## config.mk

```make
export PLATFORM = sky130hd
export DESIGN_NAME = cagen_chan
export DESIGN_NICKNAME = d
export VERILOG_FILES = /design/src/rtl/cagen_pkg.sv /design/src/rtl/cagen_nco.sv /design/src/rtl/cagen_gen.sv /design/src/rtl/cagen_epoch.sv /design/src/rtl/cagen_chan.sv
export SDC_FILE = /design/constraint.sdc
export NUM_CORES = 1
export LEC_CHECK = 0
export BUFFER_PORTS_ARGS = -buffer_cell sky130_fd_sc_hd__buf_2
export CORE_MARGIN = 2
export CORE_UTILIZATION = 50
export DETAILED_ROUTE_END_ITERATION = 10
export GPL_TIMING_DRIVEN = 0
export PLACE_DENSITY_LB_ADDON = 0.25
export RECOVER_POWER = 100
export SETUP_SLACK_MARGIN = 0.5
export SLEW_MARGIN = 40
export SYNTH_ARGS = -nofsm -noshare
export SYNTH_HDL_FRONTEND = slang
export SYNTH_SLANG_ARGS = --single-unit
```

## constraint.sdc

```tcl
create_clock -name clk -period 3.57 [get_ports clk]
set_input_delay 0.357 -clock clk [delete_from_list [all_inputs] [get_ports clk]]
set_output_delay 0.357 -clock clk [all_outputs]
set_load 0.01 [all_outputs]
```

## src/rtl/cagen_pkg.sv

```systemverilog
// Shared constants and helpers for the spreading-code channel.
// Assumes a 10-stage generator pair and a 1023-chip code period.
package cagen_pkg;
    localparam int LFSR_W   = 10;
    localparam int CODE_LEN = 1023;
    localparam int CHIP_W   = $clog2(CODE_LEN);
    localparam int HC_W     = CHIP_W + 1;
    localparam int NCO_W    = 32;

    // Feedback tap masks: bit i stands for stage i+1.
    localparam logic [LFSR_W-1:0] G1_MASK = 10'h204;
    localparam logic [LFSR_W-1:0] G2_MASK = 10'h3A6;

    // One shift toward the top stage with XOR feedback from the masked stages.
    function automatic logic [LFSR_W-1:0] lfsr_step(input logic [LFSR_W-1:0] s,
                                                    input logic [LFSR_W-1:0] m);
        return {s[LFSR_W-2:0], ^(s & m)};
    endfunction

    typedef struct packed {
        logic [HC_W-1:0]  halfchip;
        logic [NCO_W-1:0] phase;
    } code_meas_t;
endpackage

```

## src/rtl/cagen_nco.sv

```systemverilog
// Code NCO: phase accumulator whose carry out marks a half-chip tick.
// Assumes the increment is written while the channel is held cleared.
module cagen_nco
    import cagen_pkg::*;
(
    input  logic             clk,
    input  logic             rst_n,
    input  logic             clear,
    input  logic             incr_we,
    input  logic [NCO_W-1:0] incr_wdata,
    output logic             tick,
    output logic [NCO_W-1:0] phase
);
    logic [NCO_W-1:0] incr_q;
    logic [NCO_W-1:0] phase_q;
    logic [NCO_W:0]   sum;

    // Next phase with carry.
    always_comb sum = {1'b0, phase_q} + {1'b0, incr_q};

    assign tick  = sum[NCO_W] & ~clear;
    assign phase = phase_q;

    // Increment register.
    always_ff @(posedge clk) begin
        if (!rst_n)       incr_q <= '0;
        else if (incr_we) incr_q <= incr_wdata;
    end

    // Phase accumulator, zeroed while cleared.
    always_ff @(posedge clk) begin
        if (!rst_n || clear) phase_q <= '0;
        else                 phase_q <= sum[NCO_W-1:0];
    end

    // a carry always leaves the phase below where it was.
    a_r2_carry_wraps: assert property (@(posedge clk) disable iff (!rst_n)
        tick |=> (phase_q < $past(phase_q)));
    // clear zeroes the phase.
    a_r3_phase_cleared: assert property (@(posedge clk) disable iff (!rst_n)
        clear |=> (phase_q == '0));
endmodule

```

## src/rtl/cagen_gen.sv

```systemverilog
// Gold code generator with slew hold and half-chip replica delay line.
// Assumes DLY_TAPS is even and at least 2; prompt sits at the middle tap.
module cagen_gen
    import cagen_pkg::*;
#(
    parameter int SLEW_W   = 11,
    parameter int DLY_TAPS = 2
) (
    input  logic              clk,
    input  logic              rst_n,
    input  logic              clear,
    input  logic              key_we,
    input  logic [LFSR_W-1:0] key_wdata,
    input  logic              slew_we,
    input  logic [SLEW_W-1:0] slew_wdata,
    input  logic              tick,
    output logic              early,
    output logic              prompt,
    output logic              late,
    output logic              wrap_now,
    output logic              dump,
    output logic [HC_W-1:0]   halfchip
);
    localparam int PROMPT_IDX = DLY_TAPS / 2 - 1;
    localparam int LATE_IDX   = DLY_TAPS - 1;
    localparam logic [CHIP_W-1:0] LAST_CHIP = CHIP_W'(CODE_LEN - 1);
    localparam logic [LFSR_W-1:0] ALL_ONES  = '1;

    logic [LFSR_W-1:0]   key_q;
    logic [LFSR_W-1:0]   g1_q;
    logic [LFSR_W-1:0]   g2_q;
    logic [CHIP_W-1:0]   chip_q;
    logic                hp_q;
    logic [SLEW_W-1:0]   slew_q;
    logic [DLY_TAPS-1:0] dly_q;
    logic                dump_q;
    logic                step;
    logic                chip_bit;

    // A tick moves the code only when no slew is pending.
    always_comb begin
        step     = tick && (slew_q == '0);
        chip_bit = g1_q[LFSR_W-1] ^ g2_q[LFSR_W-1];
        wrap_now = step && hp_q && (chip_q == LAST_CHIP);
    end

    assign early    = chip_bit;
    assign prompt   = dly_q[PROMPT_IDX];
    assign late     = dly_q[LATE_IDX];
    assign dump     = dump_q;
    assign halfchip = {chip_q, hp_q};

    // Key register.
    always_ff @(posedge clk) begin
        if (!rst_n)      key_q <= '0;
        else if (key_we) key_q <= key_wdata;
    end

    // Slew counter: load on write, drain one per tick.
    always_ff @(posedge clk) begin
        if (!rst_n)                     slew_q <= '0;
        else if (slew_we)               slew_q <= slew_wdata;
        else if (tick && slew_q != '0)  slew_q <= slew_q - 1'b1;
    end

    // Generator registers and chip/half-chip position.
    always_ff @(posedge clk) begin
        if (!rst_n) begin
            g1_q <= ALL_ONES; g2_q <= '0; chip_q <= '0; hp_q <= 1'b0;
        end else if (clear) begin
            g1_q <= ALL_ONES; g2_q <= key_q; chip_q <= '0; hp_q <= 1'b0;
        end else if (step) begin
            hp_q <= ~hp_q;
            if (hp_q) begin
                if (chip_q == LAST_CHIP) begin
                    g1_q <= ALL_ONES; g2_q <= key_q; chip_q <= '0;
                end else begin
                    g1_q   <= lfsr_step(g1_q, G1_MASK);
                    g2_q   <= lfsr_step(g2_q, G2_MASK);
                    chip_q <= chip_q + 1'b1;
                end
            end
        end
    end

    // Half-chip delay line feeding prompt and late.
    always_ff @(posedge clk) begin
        if (!rst_n || clear) dly_q <= '0;
        else if (step)       dly_q <= {dly_q[DLY_TAPS-2:0], chip_bit};
    end

    // Period strobe, one cycle after the wrap edge.
    always_ff @(posedge clk) begin
        if (!rst_n || clear) dump_q <= 1'b0;
        else                 dump_q <= wrap_now;
    end

    // the period strobe lasts a single cycle.
    a_r6_dump_single: assert property (@(posedge clk) disable iff (!rst_n)
        dump |=> !dump);
    // a tick absorbed by the slew leaves the code position alone.
    a_r5_slew_holds: assert property (@(posedge clk) disable iff (!rst_n)
        (tick && slew_q != '0) |=> $stable(halfchip));
    // no tick, no movement.
    a_r2_no_tick_no_step: assert property (@(posedge clk) disable iff (!rst_n)
        (!tick && !clear) |=> $stable(halfchip));
    // clear returns position, delay line and strobe to rest.
    a_r3_clear_rest: assert property (@(posedge clk) disable iff (!rst_n)
        clear |=> (halfchip == '0 && !prompt && !late && !dump));
endmodule

```

## src/rtl/cagen_epoch.sv

```systemverilog
// Epoch counter with load, plus the TIC snapshot of epoch and code position.
// Assumes tic is a single-cycle strobe synchronous to clk.
module cagen_epoch
    import cagen_pkg::*;
#(
    parameter int EPOCH_W = 16
) (
    input  logic               clk,
    input  logic               rst_n,
    input  logic               wrap_now,
    input  logic               load_we,
    input  logic [EPOCH_W-1:0] load_data,
    input  logic               tic,
    input  code_meas_t         meas_in,
    output logic [EPOCH_W-1:0] live,
    output logic [EPOCH_W-1:0] latched,
    output code_meas_t         meas_out
);
    logic [EPOCH_W-1:0] epoch_q;
    logic [EPOCH_W-1:0] latch_q;
    code_meas_t         meas_q;

    assign live     = epoch_q;
    assign latched  = latch_q;
    assign meas_out = meas_q;

    // Running count; a load beats a wrap.
    always_ff @(posedge clk) begin
        if (!rst_n)        epoch_q <= '0;
        else if (load_we)  epoch_q <= load_data;
        else if (wrap_now) epoch_q <= epoch_q + 1'b1;
    end

    // Snapshot on TIC.
    always_ff @(posedge clk) begin
        if (!rst_n) begin
            latch_q <= '0;
            meas_q  <= '0;
        end else if (tic) begin
            latch_q <= epoch_q;
            meas_q  <= meas_in;
        end
    end

    // snapshot holds between TICs.
    a_r8_snapshot_holds: assert property (@(posedge clk) disable iff (!rst_n)
        !tic |=> $stable(latched));
    // snapshot equals the count held before the TIC edge.
    a_r8_snapshot_value: assert property (@(posedge clk) disable iff (!rst_n)
        tic |=> (latched == $past(live)));
    // a load lands regardless of a wrap.
    a_r10_load_wins: assert property (@(posedge clk) disable iff (!rst_n)
        load_we |=> (live == $past(load_data)));
    // a wrap without load advances by one.
    a_r7_count_step: assert property (@(posedge clk) disable iff (!rst_n)
        (wrap_now && !load_we) |=> ((live - $past(live)) == EPOCH_W'(1)));
endmodule

```

## src/rtl/cagen_chan.sv

```systemverilog
// Top of the per-channel code section: NCO, generator and epoch logic.
// Assumes configuration writes are made while prn_clear is held high.
module cagen_chan
    import cagen_pkg::*;
#(
    parameter int SLEW_W   = 11,
    parameter int EPOCH_W  = 16,
    parameter int DLY_TAPS = 2
) (
    input  logic               clk,
    input  logic               rst_n,
    input  logic               prn_clear,
    input  logic               key_we,
    input  logic [LFSR_W-1:0]  key_wdata,
    input  logic               incr_we,
    input  logic [NCO_W-1:0]   incr_wdata,
    input  logic               slew_we,
    input  logic [SLEW_W-1:0]  slew_wdata,
    input  logic               epoch_we,
    input  logic [EPOCH_W-1:0] epoch_wdata,
    input  logic               tic,
    output logic               early,
    output logic               prompt,
    output logic               late,
    output logic               dump,
    output logic [EPOCH_W-1:0] epoch_live,
    output logic [EPOCH_W-1:0] epoch_tic,
    output logic [HC_W-1:0]    meas_halfchip,
    output logic [NCO_W-1:0]   meas_phase
);
    logic             tick;
    logic [NCO_W-1:0] phase;
    logic             wrap_now;
    logic [HC_W-1:0]  halfchip;
    code_meas_t       meas_now;
    code_meas_t       meas_cap;

    cagen_nco u_nco (
        .clk(clk), .rst_n(rst_n), .clear(prn_clear),
        .incr_we(incr_we), .incr_wdata(incr_wdata),
        .tick(tick), .phase(phase)
    );

    cagen_gen #(.SLEW_W(SLEW_W), .DLY_TAPS(DLY_TAPS)) u_gen (
        .clk(clk), .rst_n(rst_n), .clear(prn_clear),
        .key_we(key_we), .key_wdata(key_wdata),
        .slew_we(slew_we), .slew_wdata(slew_wdata),
        .tick(tick), .early(early), .prompt(prompt), .late(late),
        .wrap_now(wrap_now), .dump(dump), .halfchip(halfchip)
    );

    // Live code position bundled for the snapshot.
    always_comb begin
        meas_now.halfchip = halfchip;
        meas_now.phase    = phase;
    end

    cagen_epoch #(.EPOCH_W(EPOCH_W)) u_epoch (
        .clk(clk), .rst_n(rst_n), .wrap_now(wrap_now),
        .load_we(epoch_we), .load_data(epoch_wdata), .tic(tic),
        .meas_in(meas_now), .live(epoch_live), .latched(epoch_tic),
        .meas_out(meas_cap)
    );

    assign meas_halfchip = meas_cap.halfchip;
    assign meas_phase    = meas_cap.phase;
endmodule

```

==> results of run 1 <==
registers in the layout, summed over array words and instances, names as in the netlist, 2 cells and up:
signal	count
u_nco.incr_q	32
u_gen.g2_q	10
u_nco.phase	32
u_epoch.meas_out	43
u_epoch.live	16
u_gen.slew_q	11
u_gen.chip_q	10
u_gen.g1_q	10
u_epoch.latched	16
u_gen.dly_q	2
u_gen.key_q	10
metal layers:
| layer | vias to the layer above | part of all wire | track usage |
|---|---|---|---|
| li1 | 3944 | - | - |
| met1 | 3731 | 0.46 | 0.3083 |
| met2 | 203 | 0.48 | 0.4012 |
| met3 | 23 | 0.054 | 0.04370 |
| met4 | 0 | 0.014 | 0.06805 |
| met5 | - | 0 | 0 |
layout make-up:
cell class / instances / area (µm²)
plain buffers: 57 / 270.3
flip-flops and latches: 194 / 3886
well taps: 229 / 286.5
clock buffers: 24 / 491.7
multi-input cells: 733 / 5084
fillers: 1602 / 7047
inverters: 22 / 82.58
diodes: 2 / 5.005
repair buffers: 159 / 710.7
clock inverters: 8 / 100.1
synthesized netlist by cell type, drive strengths merged (8+ instances only):
master | n | area (µm²)
dfxtp | 194 | 3884
nor2 | 163 | 611.8
mux2i | 113 | 1131
o21ai | 60 | 300.3
a21oi | 58 | 290.3
nand2 | 52 | 195.2
clkbuf | 39 | 146.4
ha | 36 | 450.4
nand3 | 27 | 135.1
xnor2 | 27 | 236.5
inv | 21 | 78.83
buf | 18 | 93.84
xor2 | 17 | 148.9
nand4 | 15 | 93.84
nor3 | 15 | 75.07
a31oi | 13 | 81.33
a21o | 12 | 90.09
o311a | 12 | 120.1
a211oi | 9 | 85.08
a2111oi | 8 | 126.4
cell families (layout without fill, tap and decap cells):
family | after synthesis | after routing | share of synthesized area
buffers and inverters | 79 | 270 | 0.03519
flip-flops | 194 | 194 | 0.4233
AND/OR/NAND/NOR | 328 | 328 | 0.1653
other | 0 | 2 | 0
AO/OA/AOI/OAI | 211 | 211 | 0.1596
XOR/XNOR | 44 | 44 | 0.04201
multiplexers | 113 | 113 | 0.1233
adder cells (fa/ha/maj) | 37 | 37 | 0.05128
worst max-delay path, delay by kind of cell (launching register included):
family / cells / cell delay, ps
AOI/OAI and AO/OA: 5 / 1670
adders and majority gates: 2 / 590
DFF: 1 / 340
and+or+nand+nor: 3 / 420
placed cells by master (no fill, tap or decap), drive strengths merged, types with 6 or more instances in the layout:
| cell | n |
|---|---|
| a211oi | 9 |
| clkbuf | 150 |
| and3 | 6 |
| o31ai | 7 |
| and2 | 7 |
| o311a | 12 |
| xor2 | 17 |
| nor2 | 163 |
| nand3 | 27 |
| or3 | 7 |
| mux2i | 113 |
| or4 | 6 |
| dfxtp | 194 |
| a31oi | 13 |
| a21o | 12 |
| xnor2 | 27 |
| o21ai | 60 |
| nor3 | 15 |
| nand2b | 7 |
| a21oi | 58 |
| nand4 | 15 |
| ha | 36 |
| a2111oi | 8 |
| nand2 | 52 |
| inv | 22 |
| buf | 90 |
power by group:
part           switching (W)  internal (W)
clock               0.000815       0.00111
sequential         0.0000734       0.00225
combinational       0.000288      0.000217
metrics by stage:
step	cell area, µm²	hold slack, ps	setup slack, ps
after floorplan	9174	440.4	704.5
after global placement	10210	452.4	286.5
after detailed placement	10210	455.9	247.4
after CTS	10870	148.6	518.5
after global routing	10910	157.4	263.3
final	10920	161.9	404.2
worst paths after layout:
kind	start	to	slack, ps	depth (start not counted)
worst max-delay path	u_nco.incr_q[0]	u_nco.phase[30]	400	10
worst max register to register	u_nco.incr_q[0]	u_nco.phase[30]	400	10
worst min register to register	u_gen.g1_q[7]	u_gen.g1_q[8]	470	2
worst min-delay path	incr_wdata[16]	u_nco.incr_q[16]	160	3
timing repair:
action	CTS	global route
cloned	0	1
resized for setup	11	33
endpoints found under the setup margin	52	58
buffers inserted	3	6
hold buffers	0	0
pin swaps	4	13
==> impl_summary.txt, run 1 <==
----------------------------------------------------
[Status]
  Run status ... finished clean

[Critical path]
  Delay of the slowest cell on the worst path ... 650 ps
  Element type at the critical path start ... flop
  Maximum fanout along the worst path ... 3
  Critical path start-end classification ... reg2reg
  Critical path data required time ... 3860 ps
  Critical Path End Type ... flop
  Data arrival time of the critical path ... 3460 ps
  Slowest cell on the critical path ... a2111oi_0
  Cell Chain, Critical Path ... ha_4 > fa_1 > a211oi_1 > o211ai_1 > a2111oi_0 > o31ai_1 > o21ba_2 > nor2_1 > nor4_1 > nor3_1

[Global route]
  Total Routing Usage GR ... 0.2363
  Largest net degree at the start of global routing ... 17
  Antenna violations before repair ... 2
  Aggregate global routing overflow ... 0
  Vias in the first global route ... 7518
  First-pass GRT wire length ... 37.50 mm

[STA]
  Unrepaired setup endpoints after global routing ... yes
  Final critical path time including I/O delays and setup ... 3166 ps
  Final cycle utilization of the critical path ... 0.8868
  Fmax achieved ... 0.3159 GHz
  Final-report max-slew violation count ... 0
  Worst slew margin relative to its limit ... 0.4251
  Final hold violations ... 0
  Worst clock skew on the final layout ... 7.539 ps
  Final setup violation count ... 0
  Worst Tran Pin Value ... 862.3 ps
  TNS Setup ... 0 ps

[CTS]
  Register clock-pin slew on the reported worst setup and hold paths ... 70 ps
  Clock root cell ... clkbuf_16
  Clock tree from TritonCTS ... built
  H-tree depth reported by CTS ... 4
  Number of CTS-inserted buffers ... 17
  Maximum buffer depth of the clock tree ... 2
  Clock sink count ... 194
  Clock latency of the later-clocked register in the worst-skew pair ... 430 ps

[Yosys]
  Post-synthesis async set-or-reset flop share ... 0
  Number of enable-type register cells in the synthesized netlist ... 0
  Share of synthesized area occupied by flip-flops and latches ... 0.4233
  Synth Register Bits ... 194
  Syn Std Cell Area ... 9174 µm²
  Count of mapped cells out of synthesis ... 1006
  Library cells used by synthesis ... 64
  Count of yosys warnings during synthesis ... 0
  Top flip-flop cell by instance count after synthesis ... dfxtp_1
  Syn_nets ... 1120
  Syn Area/Cell ... 9.119 µm²

[Finish]
  Final instance count without filler cells ... 1428
  Final core utilization ... 0.6077
  Final net count ... 1298
  Layout overhead on the synthesized area ... 19.00%
  Share of cells above drive strength 1 ... 0.1345

[Flow run]
  # Max-Cap Violations ... 0

[Die]
  Core footprint ... 17960 µm²
  Number of primary I/O pins ... 156
  Starting density of the core ... 0.5107
  Number of standard-cell rows in the floorplan ... 49
  Die Area ... 19450 µm²
  X dimension of the die ... 139.5 µm
  Vert. Die Dim ... 139.5 µm

[Route]
  Number of nets with antenna violations after routing ... 0
  Total via count in the routed design ... 7901
  WL final ... 23.33 mm
  Detailed-routing iteration count for the pre-antenna-repair pass ... 5
  1st-iter DRT viols ... 396
  Vias per inst ... 5.533
  Number of DRC violations after detailed routing ... 0
  Post-DR wirelength/cell ... 16.33 µm

[Power]
  Total power density per cell area ... 435.2 nW/µm²
  Largest vdd supply drop ... 0.0003509 V
  Static leakage ... 4.564 nW
  PnR Total Power ... 0.004751 W

[Placement]
  Placer Congestion ... 0.8859
  Inst Count DP ... 1384
  Final HPWL from detailed placement ... 16.93 mm
  Count of buffers inserted at the top-level ports ... 149

[Min path]
  Class of the most critical hold timing path ... in2reg

----------------------------------------------------
Note: power is estimated with default switching activity, not from simulation.
==> run 2, diff against run 1 <==
--- a/config.mk
+++ b/config.mk
@@ -12,7 +12,7 @@
 export GPL_TIMING_DRIVEN = 0
 export PLACE_DENSITY_LB_ADDON = 0.25
 export RECOVER_POWER = 100
-export SETUP_SLACK_MARGIN = 0.5
+export SETUP_SLACK_MARGIN = 0.2
 export SLEW_MARGIN = 40
 export SYNTH_ARGS = -nofsm -noshare
 export SYNTH_HDL_FRONTEND = slang
==> constraint.sdc (replaced) <==
create_clock -name clk -period 2.82 [get_ports clk]
set_input_delay 0.564 -clock clk [delete_from_list [all_inputs] [get_ports clk]]
set_output_delay 0.564 -clock clk [all_outputs]
set_load 0.01 [all_outputs]
==> impl_summary.txt, run 2 (same netlist as run 1, synthesis figures left out) <==
----------------------------------------------------
[Global route]
  Aggregate global routing overflow ... 0
  Vias in the first global route ... 8168
  Largest net degree at the start of global routing ... 19
  First-pass GRT wire length ... 40.68 mm
  Total Routing Usage GR ... 0.2570
  Antenna violations before repair ... 1

[Power]
  Largest vdd supply drop ... 0.0004807 V
  Static leakage ... 4.856 nW
  PnR Total Power ... 0.006040 W
  Total power density per cell area ... 507.7 nW/µm²

[CTS]
  Hold buffer count at cts ... 0
  Clock sink count ... 194
  H-tree depth reported by CTS ... 4
  Maximum buffer depth of the clock tree ... 2
  Register clock-pin slew on the reported worst setup and hold paths ... 80 ps
  Clock latency of the later-clocked register in the worst-skew pair ... 450 ps
  Clock tree from TritonCTS ... built
  Number of CTS-inserted buffers ... 17
  Clock root cell ... clkbuf_16

[Finish]
  Commonest non-fill, non-tap cells in the layout ... 186 x dfxtp_1, 160 x nor2_1, 118 x clkbuf_1, 113 x mux2i_1, 73 x buf_2
  Flip-flop and latch area ... 3894 µm²
  Cell area after layout ... 11900 µm²
  Area taken by multi-input logic gates ... 5510 µm²
  Layout overhead on the synthesized area ... 29.69%
  Share of cells above drive strength 1 ... 0.2222
  Most common cell after layout, fill and taps aside ... dfxtp_1
  Final net count ... 1334
  Filler Cell Count ... 1458
  Number of flip-flops in the largest register ... 43

[Min path]
  Hold Startpoint ... key_wdata[1]
  Cell count of the worst hold path ... 3
  Class of the most critical hold timing path ... in2reg

[STA]
  Worst clock skew on the final layout ... 9.889 ps
  Slack of the critical path ... -127.3 ps
  Final setup violation count ... 27
  Hold WS ... 349.2 ps
  Final-report max-slew violation count ... 0
  Worst Tran Pin Value ... 843.7 ps
  Unrepaired setup endpoints after global routing ... yes
  Worst slew margin relative to its limit ... 0.4375
  Final hold violations ... 0
  Final critical path time including I/O delays and setup ... 2947 ps
  Fmax achieved ... 0.3393 GHz
  Final cycle utilization of the critical path ... 1.045

[Status]
  Run status ... finished with violations
  Violated checks ... negative setup slack

[Critical path]
  Element type at the critical path start ... flop
  Crit path launch ... u_nco.phase[14]
  Critical path start-end classification ... reg2reg
  Maximum fanout along the worst path ... 5
  Depth of the worst register-to-register path ... 11
  Critical path data required time ... 3150 ps
  Delay of the slowest cell on the worst path ... 400 ps
  Slowest cell on the critical path ... ha_2
  Critical Path End Type ... flop
  FF-to-FF Start ... u_nco.phase[14]
  Cell Chain, Critical Path ... ha_2 > nand2_2 > o21ai_2 > nor2_1 > o31ai_4 > and4b_4 > o211ai_4 > buf_6 > buf_4 > o31ai_1 > a21oi_2
  Data arrival time of the critical path ... 3280 ps

[Route]
  Number of nets with antenna violations after routing ... 0
  Post-DR wirelength/cell ... 17.29 µm
  Detailed-routing iteration count for the pre-antenna-repair pass ... 5
  1st-iter DRT viols ... 419
  Vias per inst ... 5.655
  Total via count in the routed design ... 8273
  Number of DRC violations after detailed routing ... 0
  WL final ... 25.30 mm

[Placement]
  Placer Congestion ... 0.9195
  Placed Area ... 10300 µm²
  Worst setup timing slack at the placement stage ... -342.6 ps
  Count of buffers inserted at the top-level ports ... 149
  Final HPWL from detailed placement ... 16.88 mm

[Flow run]
  # Max-Cap Violations ... 0

[Die]
  Core footprint ... 17960 µm²
  X dimension of the die ... 139.5 µm
  Number of primary I/O pins ... 156
  Starting density of the core ... 0.5107
  Die Area ... 19450 µm²
  Number of standard-cell rows in the floorplan ... 49
  Vert. Die Dim ... 139.5 µm

----------------------------------------------------
-- run 2: changes by cell type in the layout (fill, tap and decap cells not counted), moves of 8 or more --
cell      previous run  this run
nand2_2              1        12
nand3_2              0         8
buf_6                4        23
nand3_1             27        19
nand2_1             51        40
ha_4                 5        13
clkbuf_1           126       118
o21ai_2              1        10
o21ai_0             56        47
buf_4                9        20
ha_1                30        19
-- run 2: final timing paths --
check	slack (ps)	to
worst max-delay path	-130	u_gen.chip_q[7]
worst min-delay path	350	u_gen.key_q[1]
worst max register to register	-130	u_gen.chip_q[7]
worst min register to register	490	u_gen.g1_q[5]
-- run 2: worst max-delay path, delay by kind of cell (launching register included) --
family	cells	cell delay (ps)
flip-flops	1	340
adder cells (fa/ha/maj)	1	400
AND/OR/NAND/NOR	3	570
AO/OA/AOI/OAI	5	1160
buffers and inverters	2	350
-- run 2: report_power, final --
part,total [W],switching (W),internal (W)
clock,0.00239,0.00115,0.00124
sequential,0.00295,0.000104,0.00285
combinational,0.000694,0.000385,0.000309
total,0.00604,0.00164,0.00440
-- run 2: stage by stage --
stage               cells  utilization  TNS (ps)
finish               1463       0.6623     -1423
global route         1462       0.6622     -7329
CTS                  1458       0.6609    -9.794
detailed placement   1384       0.5735    -11180
global placement     1384       0.5735     -9132
floorplan            1006            -         0
-- run 2: layout make-up --
| cell class | instances | area share |
|---|---|---|
| clock buffer | 17 | 0.03576 |
| antenna | 1 | 0.0002103 |
| tap | 229 | 0.02408 |
| timing repair buffer | 195 | 0.1011 |
| sequential | 194 | 0.3273 |
| buffer | 57 | 0.02903 |
| multi-input combinational | 733 | 0.4631 |
| clock inverter | 15 | 0.01251 |
| inverter | 22 | 0.006941 |
-- run 2: layer usage --
layer | track usage | vias to the layer above | share of wire
met1 | 0.3188 | 3898 | 0.44
met4 | 0.1047 | 0 | 0.026
met5 | 0 | - | 0
li1 | - | 4037 | -
met2 | 0.4417 | 274 | 0.48
met3 | 0.04611 | 64 | 0.054
-- run 2: timing repair --
item | in CTS | in global routing
cloned | 8 | 1
pin swaps | 76 | 17
endpoints found under the setup margin | 63 | 66
gates resized for setup | 126 | 21
setup buffers | 34 | 3
